--- src/rtl/i2cmon_pkg.sv ---
package i2cmon_pkg;

  // Framing conditions decoded from the synchronized wires
  typedef struct packed {
    logic open_c;   // SDA fell while SCL high
    logic close_c;  // SDA rose while SCL high
  } frame_ev_t;

  // Bit positions of the packed wire bus {scl, sda}
  localparam int unsigned WIRE_SCL = 1;
  localparam int unsigned WIRE_SDA = 0;
  localparam int unsigned WIRE_W   = 2;

endpackage

--- src/rtl/i2cmon_sync.sv ---
module i2cmon_sync #(
  parameter int unsigned STAGES = 2,
  parameter int unsigned WIDTH  = 2,
  parameter logic [WIDTH-1:0] RST_VAL = '1
) (
  input  logic             clk,
  input  logic             rst_n,
  input  logic [WIDTH-1:0] d_in,
  output logic [WIDTH-1:0] q_out
);

  logic [WIDTH-1:0] stage_q [STAGES];
  logic [WIDTH-1:0] stage_d [STAGES];

  always_comb begin
    stage_d[0] = d_in;
    for (int i = 1; i < STAGES; i++) begin
      stage_d[i] = stage_q[i-1];
    end
  end

  generate
    for (genvar g = 0; g < STAGES; g++) begin : g_stage
      always_ff @(posedge clk or negedge rst_n) begin
        if (!rst_n) begin
          stage_q[g] <= RST_VAL;
        end else begin
          stage_q[g] <= stage_d[g];
        end
      end
    end
  endgenerate

  assign q_out = stage_q[STAGES-1];

endmodule

--- src/rtl/i2cmon_cond_det.sv ---
module i2cmon_cond_det
  import i2cmon_pkg::*;
(
  input  logic              clk,
  input  logic              rst_n,
  input  logic [WIRE_W-1:0] wire_s,
  output frame_ev_t         ev
);

  logic [WIRE_W-1:0] prev_q;
  logic [WIRE_W-1:0] prev_d;
  logic              scl_held;

  always_comb begin
    prev_d   = wire_s;
    scl_held = wire_s[WIRE_SCL] & prev_q[WIRE_SCL];
    ev.open_c  = scl_held & prev_q[WIRE_SDA] & ~wire_s[WIRE_SDA];
    ev.close_c = scl_held & ~prev_q[WIRE_SDA] & wire_s[WIRE_SDA];
  end

  always_ff @(posedge clk or negedge rst_n) begin
    if (!rst_n) begin
      prev_q <= '1;
    end else begin
      prev_q <= prev_d;
    end
  end

endmodule

--- src/rtl/i2cmon_status.sv ---
module i2cmon_status
  import i2cmon_pkg::*;
(
  input  logic      clk,
  input  logic      rst_n,
  input  logic      en,
  input  frame_ev_t ev,
  input  logic      byte_done,
  input  logic      irq_clr,
  output logic      open_q,
  output logic      close_q,
  output logic      flag_q
);

  logic open_d, close_d, flag_d;
  logic st_ce, flag_ce, flag_set;

  always_comb begin
    open_d   = open_q;
    close_d  = close_q;
    flag_set = ev.open_c | ev.close_c | byte_done;
    if (!en) begin
      open_d  = 1'b0;
      close_d = 1'b0;
      flag_d  = 1'b0;
    end else begin
      if (ev.open_c) begin
        open_d  = 1'b1;
        close_d = 1'b0;
      end else if (ev.close_c) begin
        open_d  = 1'b0;
        close_d = 1'b1;
      end
      flag_d = flag_set | (flag_q & ~irq_clr);
    end
    st_ce   = ~en | ev.open_c | ev.close_c;
    flag_ce = ~en | flag_set | irq_clr;
  end

  always_ff @(posedge clk or negedge rst_n) begin
    if (!rst_n) begin
      open_q  <= 1'b0;
      close_q <= 1'b0;
    end else if (st_ce) begin
      open_q  <= open_d;
      close_q <= close_d;
    end
  end

  always_ff @(posedge clk or negedge rst_n) begin
    if (!rst_n) begin
      flag_q <= 1'b0;
    end else if (flag_ce) begin
      flag_q <= flag_d;
    end
  end

endmodule

--- src/rtl/i2c_bus_watch.sv ---
module i2c_bus_watch
  import i2cmon_pkg::*;
#(
  parameter int unsigned SYNC_STAGES = 2
) (
  input  logic clk,
  input  logic rst_n,
  input  logic scl_in,
  input  logic sda_in,
  input  logic en,
  input  logic byte_done,
  input  logic irq_en,
  input  logic irq_clr,
  output logic start_seen,
  output logic stop_seen,
  output logic bus_free,
  output logic irq_flag,
  output logic irq
);

  logic [WIRE_W-1:0] wire_raw;
  logic [WIRE_W-1:0] wire_s;
  frame_ev_t         ev;

  assign wire_raw[WIRE_SCL] = scl_in;
  assign wire_raw[WIRE_SDA] = sda_in;

  i2cmon_sync #(
    .STAGES (SYNC_STAGES),
    .WIDTH  (WIRE_W),
    .RST_VAL('1)
  ) u_sync (
    .clk  (clk),
    .rst_n(rst_n),
    .d_in (wire_raw),
    .q_out(wire_s)
  );

  i2cmon_cond_det u_det (
    .clk   (clk),
    .rst_n (rst_n),
    .wire_s(wire_s),
    .ev    (ev)
  );

  i2cmon_status u_stat (
    .clk      (clk),
    .rst_n    (rst_n),
    .en       (en),
    .ev       (ev),
    .byte_done(byte_done),
    .irq_clr  (irq_clr),
    .open_q   (start_seen),
    .close_q  (stop_seen),
    .flag_q   (irq_flag)
  );

  assign bus_free = stop_seen | ~(start_seen | stop_seen);
  assign irq      = irq_flag & irq_en;

endmodule

--- config.mk ---
export PLATFORM = sky130hd
export DESIGN_NAME = i2c_bus_watch
export DESIGN_NICKNAME = d
export VERILOG_FILES = /design/src/rtl/i2cmon_pkg.sv /design/src/rtl/i2cmon_sync.sv /design/src/rtl/i2cmon_cond_det.sv /design/src/rtl/i2cmon_status.sv /design/src/rtl/i2c_bus_watch.sv
export SDC_FILE = /design/constraint.sdc
export NUM_CORES = 1
export LEC_CHECK = 0
export BUFFER_PORTS_ARGS = -buffer_cell sky130_fd_sc_hd__buf_4
export CAP_MARGIN = 20
export CORE_AREA = 2 2 39 41
export DETAILED_ROUTE_END_ITERATION = 8
export DIE_AREA = 0 0 41 43
export GPL_ROUTABILITY_DRIVEN = 1
export PLACE_DENSITY = 0.53
export SYNTH_ARGS = -nofsm -noshare
export SYNTH_HDL_FRONTEND = slang
export SYNTH_SLANG_ARGS = --single-unit
--- constraint.sdc ---
create_clock -name clk -period 2 [get_ports clk]
set_clock_uncertainty 0.15 [all_clocks]
set_input_delay 0.5 -clock clk [delete_from_list [all_inputs] [get_ports clk]]
set_output_delay 0.5 -clock clk [all_outputs]
set_load 0.02 [all_outputs]
==> run_summary.xml, run 1 <==
<?xml version="1.0" encoding="UTF-8"?>
<metrics>
  <group name="sta">
    <metric name="fin_worst_hold_slack" unit="ns">0.2008</metric>
    <metric name="worst_slew_pin_slew" unit="ns">0.1952</metric>
    <metric name="achievable-frequency" unit="MHz">626.5</metric>
    <metric name="fin_tns_setup" unit="ns">0</metric>
    <metric name="finalMaxSlewViolations" unit="">0</metric>
    <metric name="finalHoldViolations" unit="">0</metric>
    <metric name="fin_crit_sh" unit="%">79.81</metric>
    <metric name="layout_min_cycle_time" unit="ns">1.596</metric>
    <metric name="max-slew-margin-rel" unit="%">86.95</metric>
    <metric name="rsz_0062_raised_after_global_routing" unit="">no</metric>
    <metric name="finalSetupViolCount" unit="">0</metric>
  </group>
  <group name="setup_path">
    <metric name="critical_path_max_stage_delay" unit="ns">0.40</metric>
    <metric name="worstPathCellList" unit="">nand2b_1 &gt; buf_4</metric>
    <metric name="worst_setup_start_kind" unit="">flip-flop</metric>
    <metric name="startpoint" unit="">u_stat.close_q</metric>
    <metric name="master_of_the_slowest_instance_on_the_critical_path" unit="">dfrtp_1</metric>
    <metric name="timing.critical_path.arrival" unit="ns">0.95</metric>
    <metric name="crit_path_max_fanout" unit="">4</metric>
    <metric name="endpoint_kind" unit="">primary output</metric>
    <metric name="r2r_start" unit="">u_sync.q_out[0]</metric>
    <metric name="worst-endpoint-required" unit="ns">1.35</metric>
    <metric name="criticalPathCategory" unit="">flip-flop to primary output</metric>
  </group>
  <group name="final_layout">
    <metric name="diodes_inserted" unit="">0</metric>
    <metric name="most_frequent_cells_in_the_layout" unit="">12 x buf_4, 6 x dfstp_2, 3 x clkbuf_4, 3 x dfrtp_1</metric>
    <metric name="design.final.nets" unit="">51</metric>
    <metric name="post_layout_nonfiller_instances" unit="">58</metric>
    <metric name="final_common_cell" unit="">buf_4</metric>
    <metric name="drive_above_1_share" unit="%">52.38</metric>
    <metric name="layout-area-overhead-vs-synth" unit="%">44.83</metric>
  </group>
  <group name="clock_tree">
    <metric name="tritoncts_clock_tree" unit="">done</metric>
    <metric name="cts_root_buffer" unit="">clkbuf_4</metric>
    <metric name="clock_tree.buffer_depth" unit="">2</metric>
    <metric name="numCtsBuffers" unit="">3</metric>
    <metric name="post_cts.resized_instances" unit="">0</metric>
    <metric name="worstSkewPairLatency" unit="ns">0.25</metric>
    <metric name="clk_transition_reported_paths" unit="ns">0.06</metric>
    <metric name="postCtsSetupRepairBufs" unit="">0</metric>
    <metric name="cts.sink_count" unit="">9</metric>
    <metric name="cts.hold.buffers_added" unit="">1</metric>
    <metric name="cts_htree_levels" unit="">1</metric>
  </group>
  <group name="power">
    <metric name="max_rail_drop_vdd" unit="mV">0.3139</metric>
    <metric name="power_density" unit="nW/um2">815.7</metric>
    <metric name="report.power.total" unit="W">0.0003858</metric>
    <metric name="p_leak" unit="nW">0.2177</metric>
  </group>
  <group name="synthesis">
    <metric name="synth_top_cell_by_area" unit="">dfstp_2</metric>
    <metric name="ys_warn_count" unit="">0</metric>
    <metric name="synth_area_per_cell" unit="um2">13.06</metric>
    <metric name="netlist_area" unit="um2">326.6</metric>
    <metric name="synth_seq_cells" unit="">9</metric>
    <metric name="post_synth_main_area_contributors" unit="">dfstp_2 48%, dfrtp_1 23%, a21oi_1 3.1%, nand3_1 3.1%, a21oi_2 2.7%</metric>
    <metric name="postSynthCellCount" unit="">25</metric>
    <metric name="synth_sequential_area_ratio" unit="%">71.26</metric>
    <metric name="synth_top_area_share" unit="%">48.28</metric>
    <metric name="syn-num-nets" unit="">33</metric>
    <metric name="yosysUniqueCellTypes" unit="">14</metric>
  </group>
  <group name="floorplan">
    <metric name="design.core.area" unit="um2">1384</metric>
    <metric name="floorplan.die.width" unit="um">41</metric>
    <metric name="starting_utilization_of_the_core_area" unit="%">23.60</metric>
    <metric name="die-area" unit="um2">1763</metric>
    <metric name="num_io_pins" unit="">13</metric>
    <metric name="chipHeight" unit="um">43</metric>
    <metric name="core.rowCount" unit="">14</metric>
  </group>
  <group name="routing">
    <metric name="totalWireLength" unit="um">590</metric>
    <metric name="detailroute.via_count" unit="">235</metric>
    <metric name="drtAntennaViolNets" unit="">0</metric>
    <metric name="routed_via_count_divided_by_cell_count" unit="">4.052</metric>
    <metric name="drtPass1Iterations" unit="">4</metric>
    <metric name="initial_drc_count" unit="">4</metric>
    <metric name="route.detailed.drc" unit="">0</metric>
    <metric name="detail_route.wl_per_cell" unit="um">10.17</metric>
  </group>
  <group name="global_routing">
    <metric name="grt_first_pass_wirelength" unit="um">848</metric>
    <metric name="number_of_global_route_vias_before_repair" unit="">210</metric>
    <metric name="grt_max_degree" unit="">10</metric>
    <metric name="grt_overflow" unit="">0</metric>
    <metric name="antenna_found_initial" unit="">0</metric>
    <metric name="all_layer_gr_usage" unit="%">8.240</metric>
  </group>
  <group name="worst_hold_path">
    <metric name="hold_path.startpoint" unit="">scl_in</metric>
    <metric name="class_of_the_most_critical_hold_timing_path" unit="">input pin to flip-flop</metric>
  </group>
  <group name="place">
    <metric name="dp.cells" unit="">53</metric>
    <metric name="place.gp.congestion" unit="">0.6332</metric>
    <metric name="portBuffers" unit="">12</metric>
    <metric name="dp.final_hpwl" unit="um">448.5</metric>
  </group>
  <group name="status">
    <metric name="outcome" unit="">complete, no violations</metric>
  </group>
  <group name="job">
    <metric name="cap_violations" unit="">0</metric>
  </group>
</metrics>
-- critical path: cells and delay by family (launching register included) --
family                 cells  cell delay (ns)
buffers and inverters      1             0.15
flip-flops                 1             0.40
AND/OR/NAND/NOR            1             0.15
-- final cells by class --
type                            instances  area, um2
Fill cell                             146      910.9
Clock buffer                            4      26.28
Tap cell                               16      20.02
Timing Repair Buffer                   13      100.1
Sequential cell                         9      232.7
Inverter                                2      7.507
Multi-Input combinational cell         14      86.33
-- kinds of logic after synthesis --
kind of cell,synth area share (%)
flip-flops,71.26
AND/OR/NAND/NOR,11.88
AO/OA/AOI/OAI,11.88
buffers and inverters,2.300
XOR/XNOR,2.682
-- power breakdown --
part | total, W | internal, W | switching, W
clock network | 0.000134 | 0.0000765 | 0.0000575
registers | 0.000206 | 0.000197 | 0.00000860
logic | 0.0000457 | 0.0000243 | 0.0000214
-- Yosys cell counts --
library cell / number
a21oi_1: 2
a21oi_2: 1
a31oi_1: 1
and2_1: 1
and3b_1: 1
dfrtp_1: 3
dfstp_2: 6
inv_1: 2
nand2_1: 2
nand2b_1: 1
nand3_1: 2
o21ai_1: 1
o32ai_1: 1
xor2_1: 1
-- routing by layer --
metal  wire length, um  up-vias  GRT usage (%)
li1                  -      118              -
met1               235      109          8.054
met2               309        8          10.31
met3                45        0          4.712
met4                 0        0          10.00
met5                 0        -              0
-- flip-flops by register name, summed over array words and instances (netlist names) --
| register | cells |
|---|---|
| u_stat.close_q | 1 |
| u_det.prev_q | 2 |
| u_stat.open_q | 1 |
| u_sync.stage_d | 2 |
| u_sync.q_out | 2 |
| u_stat.flag_q | 1 |
-- metrics by stage --
stage               area, um2  utilization (%)  setup WS (ns)
detailed placement      436.7            31.56         0.4572
global route            473.0            34.18         0.3496
finish                  473.0            34.18         0.4038
CTS                     473.0            34.18         0.3849
floorplan               326.6                -         0.6344
global placement        436.7            31.56         0.4594
-- worst paths after layout --
path | to | slack [ns] | cells past startpoint
worst max-delay path | bus_free | 0.40 | 2
worst min-delay path | u_sync.stage_d[1] | 0.20 | 1
min in group asynchronous | u_stat.flag_q | 0.45 | 2
worst min register to register | u_sync.q_out[0] | 0.21 | 0
worst max register to register | u_stat.open_q | 0.79 | 3
max in group asynchronous | u_det.prev_q[0] | 1.03 | 2
(Power assumes the default switching activity.)
==> run 2: changes to the inputs <==
PLACE_DENSITY = 0.55   (was 0.53)
clock period = 1.35 ns   (was 2 ns; I/O delays follow)
==> run_summary.xml, run 2 (synthesis gave the netlist of run 1 again) <==
<?xml version="1.0" encoding="UTF-8"?>
<metrics>
  <group name="sta">
    <metric name="fin_crit_sh" unit="%">103.9</metric>
    <metric name="achievable-frequency" unit="MHz">713.2</metric>
    <metric name="finalMaxSlewViolations" unit="">0</metric>
    <metric name="fin_tns_setup" unit="ns">-0.09548</metric>
    <metric name="timing.final.ws_setup" unit="ns">-0.05206</metric>
    <metric name="layout_min_cycle_time" unit="ns">1.402</metric>
    <metric name="worst_slew_pin_slew" unit="ns">0.2267</metric>
    <metric name="finalHoldViolations" unit="">0</metric>
    <metric name="finalSetupViolCount" unit="">2</metric>
    <metric name="fin_worst_hold_slack" unit="ns">0.02850</metric>
    <metric name="rsz_0062_raised_after_global_routing" unit="">yes</metric>
    <metric name="max-slew-margin-rel" unit="%">84.84</metric>
  </group>
  <group name="power">
    <metric name="combPwrFrac" unit="%">13.7</metric>
    <metric name="share_seq_of_total_power" unit="%">51.7</metric>
    <metric name="power.share.switching" unit="%">23.99</metric>
    <metric name="clkPwrFrac" unit="%">34.6</metric>
    <metric name="p_leak" unit="nW">0.2381</metric>
    <metric name="intPower" unit="W">0.0004483</metric>
    <metric name="power_density" unit="nW/um2">1155</metric>
    <metric name="switching_power" unit="W">0.0001415</metric>
    <metric name="report.power.total" unit="W">0.0005898</metric>
    <metric name="max_rail_drop_vdd" unit="mV">0.5246</metric>
  </group>
  <group name="global_routing">
    <metric name="all_layer_gr_usage" unit="%">7.935</metric>
    <metric name="grt_overflow" unit="">0</metric>
    <metric name="number_of_global_route_vias_before_repair" unit="">204</metric>
    <metric name="grt_first_pass_wirelength" unit="um">828</metric>
    <metric name="grt_max_degree" unit="">10</metric>
    <metric name="antenna_found_initial" unit="">0</metric>
  </group>
  <group name="worst_hold_path">
    <metric name="hold_path.startpoint" unit="">sda_in</metric>
    <metric name="worst_hold_path.endpoint" unit="">u_sync.stage_d[0]</metric>
    <metric name="class_of_the_most_critical_hold_timing_path" unit="">input pin to flip-flop</metric>
    <metric name="hold-path-cell-count" unit="">1</metric>
  </group>
  <group name="clock_tree">
    <metric name="clk_transition_reported_paths" unit="ns">0.06</metric>
    <metric name="tritoncts_clock_tree" unit="">done</metric>
    <metric name="numCtsBuffers" unit="">3</metric>
    <metric name="clock_tree.buffer_depth" unit="">2</metric>
    <metric name="cts.sink_count" unit="">9</metric>
    <metric name="worstSkewPairLatency" unit="ns">0.26</metric>
    <metric name="cts_htree_levels" unit="">1</metric>
    <metric name="cts_root_buffer" unit="">clkbuf_4</metric>
  </group>
  <group name="final_layout">
    <metric name="filler_cell_count" unit="">135</metric>
    <metric name="post_layout_nonfiller_instances" unit="">60</metric>
    <metric name="multi_input_comb_area" unit="um2">96.34</metric>
    <metric name="design.final.nets" unit="">53</metric>
    <metric name="layout-area-overhead-vs-synth" unit="%">56.32</metric>
    <metric name="diodes_inserted" unit="">0</metric>
    <metric name="final-seq-area" unit="um2">232.7</metric>
    <metric name="postLayoutCoreUtil" unit="%">36.89</metric>
    <metric name="most_frequent_cells_in_the_layout" unit="">11 x buf_4, 6 x dfstp_2, 3 x clkbuf_4, 3 x buf_6, 3 x dfrtp_1</metric>
    <metric name="drive_above_1_share" unit="%">61.36</metric>
    <metric name="final_common_cell" unit="">buf_4</metric>
  </group>
  <group name="setup_path">
    <metric name="crit_path_max_fanout" unit="">3</metric>
    <metric name="worst_r2r_path_depth" unit="">3</metric>
    <metric name="register_to_register_setup_slack" unit="ns">0.14</metric>
    <metric name="criticalPathCategory" unit="">flip-flop to primary output</metric>
    <metric name="endpoint_kind" unit="">primary output</metric>
    <metric name="regToRegEndpoint" unit="">u_stat.open_q</metric>
    <metric name="worst-endpoint-required" unit="ns">0.86</metric>
    <metric name="worst_setup_start_kind" unit="">flip-flop</metric>
    <metric name="timing.critical_path.arrival" unit="ns">0.91</metric>
    <metric name="r2r_start" unit="">u_sync.q_out[0]</metric>
  </group>
  <group name="status">
    <metric name="failed_checks" unit="">setup timing</metric>
    <metric name="outcome" unit="">finished with violations</metric>
  </group>
  <group name="routing">
    <metric name="detailroute.via_count" unit="">252</metric>
    <metric name="totalWireLength" unit="um">527</metric>
    <metric name="drtAntennaViolNets" unit="">0</metric>
    <metric name="initial_drc_count" unit="">2</metric>
    <metric name="met3RoutedLength" unit="um">51</metric>
    <metric name="route.top_layer_used" unit="">met3</metric>
    <metric name="detail_route.wl_per_cell" unit="um">8.783</metric>
    <metric name="routed_via_count_divided_by_cell_count" unit="">4.200</metric>
    <metric name="wl_met2" unit="um">245</metric>
    <metric name="met1Wirelength" unit="um">230</metric>
    <metric name="route.detailed.drc" unit="">0</metric>
    <metric name="drtPass1Iterations" unit="">2</metric>
  </group>
  <group name="place">
    <metric name="place.gp.congestion" unit="">0.6444</metric>
    <metric name="portBuffers" unit="">12</metric>
    <metric name="dp.cells" unit="">53</metric>
  </group>
  <group name="floorplan">
    <metric name="chipHeight" unit="um">43</metric>
    <metric name="design.core.area" unit="um2">1384</metric>
    <metric name="starting_utilization_of_the_core_area" unit="%">23.60</metric>
    <metric name="die-area" unit="um2">1763</metric>
    <metric name="num_io_pins" unit="">13</metric>
    <metric name="core.rowCount" unit="">14</metric>
    <metric name="floorplan.die.width" unit="um">41</metric>
  </group>
  <group name="job">
    <metric name="cap_violations" unit="">0</metric>
  </group>
</metrics>
[run 2: cell types whose count changed in the layout (fill, tap and decap cells not counted), sizes merged]
cell | before | now
buf | 12 | 14
clkinv | 0 | 1
clkbuf | 4 | 3
[run 2: layout make-up]
cell class | count | share of cell area (%)
clock buffers | 3 | 4.412
clock inverters | 1 | 0.9804
inverters | 2 | 1.471
multi-input cells | 14 | 18.87
flip-flops and latches | 9 | 45.59
well taps | 16 | 3.922
repair buffers | 15 | 24.75
[run 2: metrics by stage]
| stage | setup WS, ns | area (um2) |
|---|---|---|
| floorplan | 0.1514 | 326.6 |
| global placement | 0.1353 | 436.7 |
| detailed placement | 0.1337 | 436.7 |
| CTS | -0.06956 | 499.2 |
| global route | -0.1018 | 510.5 |
| finish | -0.05206 | 510.5 |
[run 2: layer usage]
metal / vias up / global-route usage, %
li1: 125 / -
met1: 117 / 8.725
met2: 10 / 8.750
met3: 0 / 7.853
met4: 0 / 6.000
met5: - / 0
[run 2: what timing repair did]
action | CTS | global route
setup endpoints to repair | 2 | 4
hold endpoints to repair | 9 | 0
resized for setup | 4 | 1
hold buffers | 1 | 0
gates cloned | 0 | 0
buffers inserted | 1 | 1
[run 2: critical path, cell delays in order, from the launching register on]
cell and delay [ns]:
dfrtp_1 0.39, nand2b_4 0.14, buf_6 0.12
[run 2: power by group through the flow]
| stage | clock network (W) | registers, W | logic, W |
|---|---|---|---|
| 2_1_floorplan | 0 | 0.000314 | 0.0000219 |
| 3_3_place_gp | 0 | 0.000309 | 0.0000653 |
| 3_5_place_dp | 0 | 0.000309 | 0.0000658 |
| 4_1_cts | 0.000223 | 0.000305 | 0.0000775 |
| 5_1_grt | 0.000231 | 0.000308 | 0.0000878 |
| 6_report | 0.000204 | 0.000305 | 0.0000806 |
[run 2: worst max path at each step]
stage	start	end	cells after the start
floorplan	u_stat.close_q	bus_free	1
global route	u_stat.flag_q	irq	2
finish	u_stat.close_q	bus_free	2
global placement	irq_en	irq	3
detailed placement	irq_en	irq	3
CTS	u_stat.close_q	bus_free	2
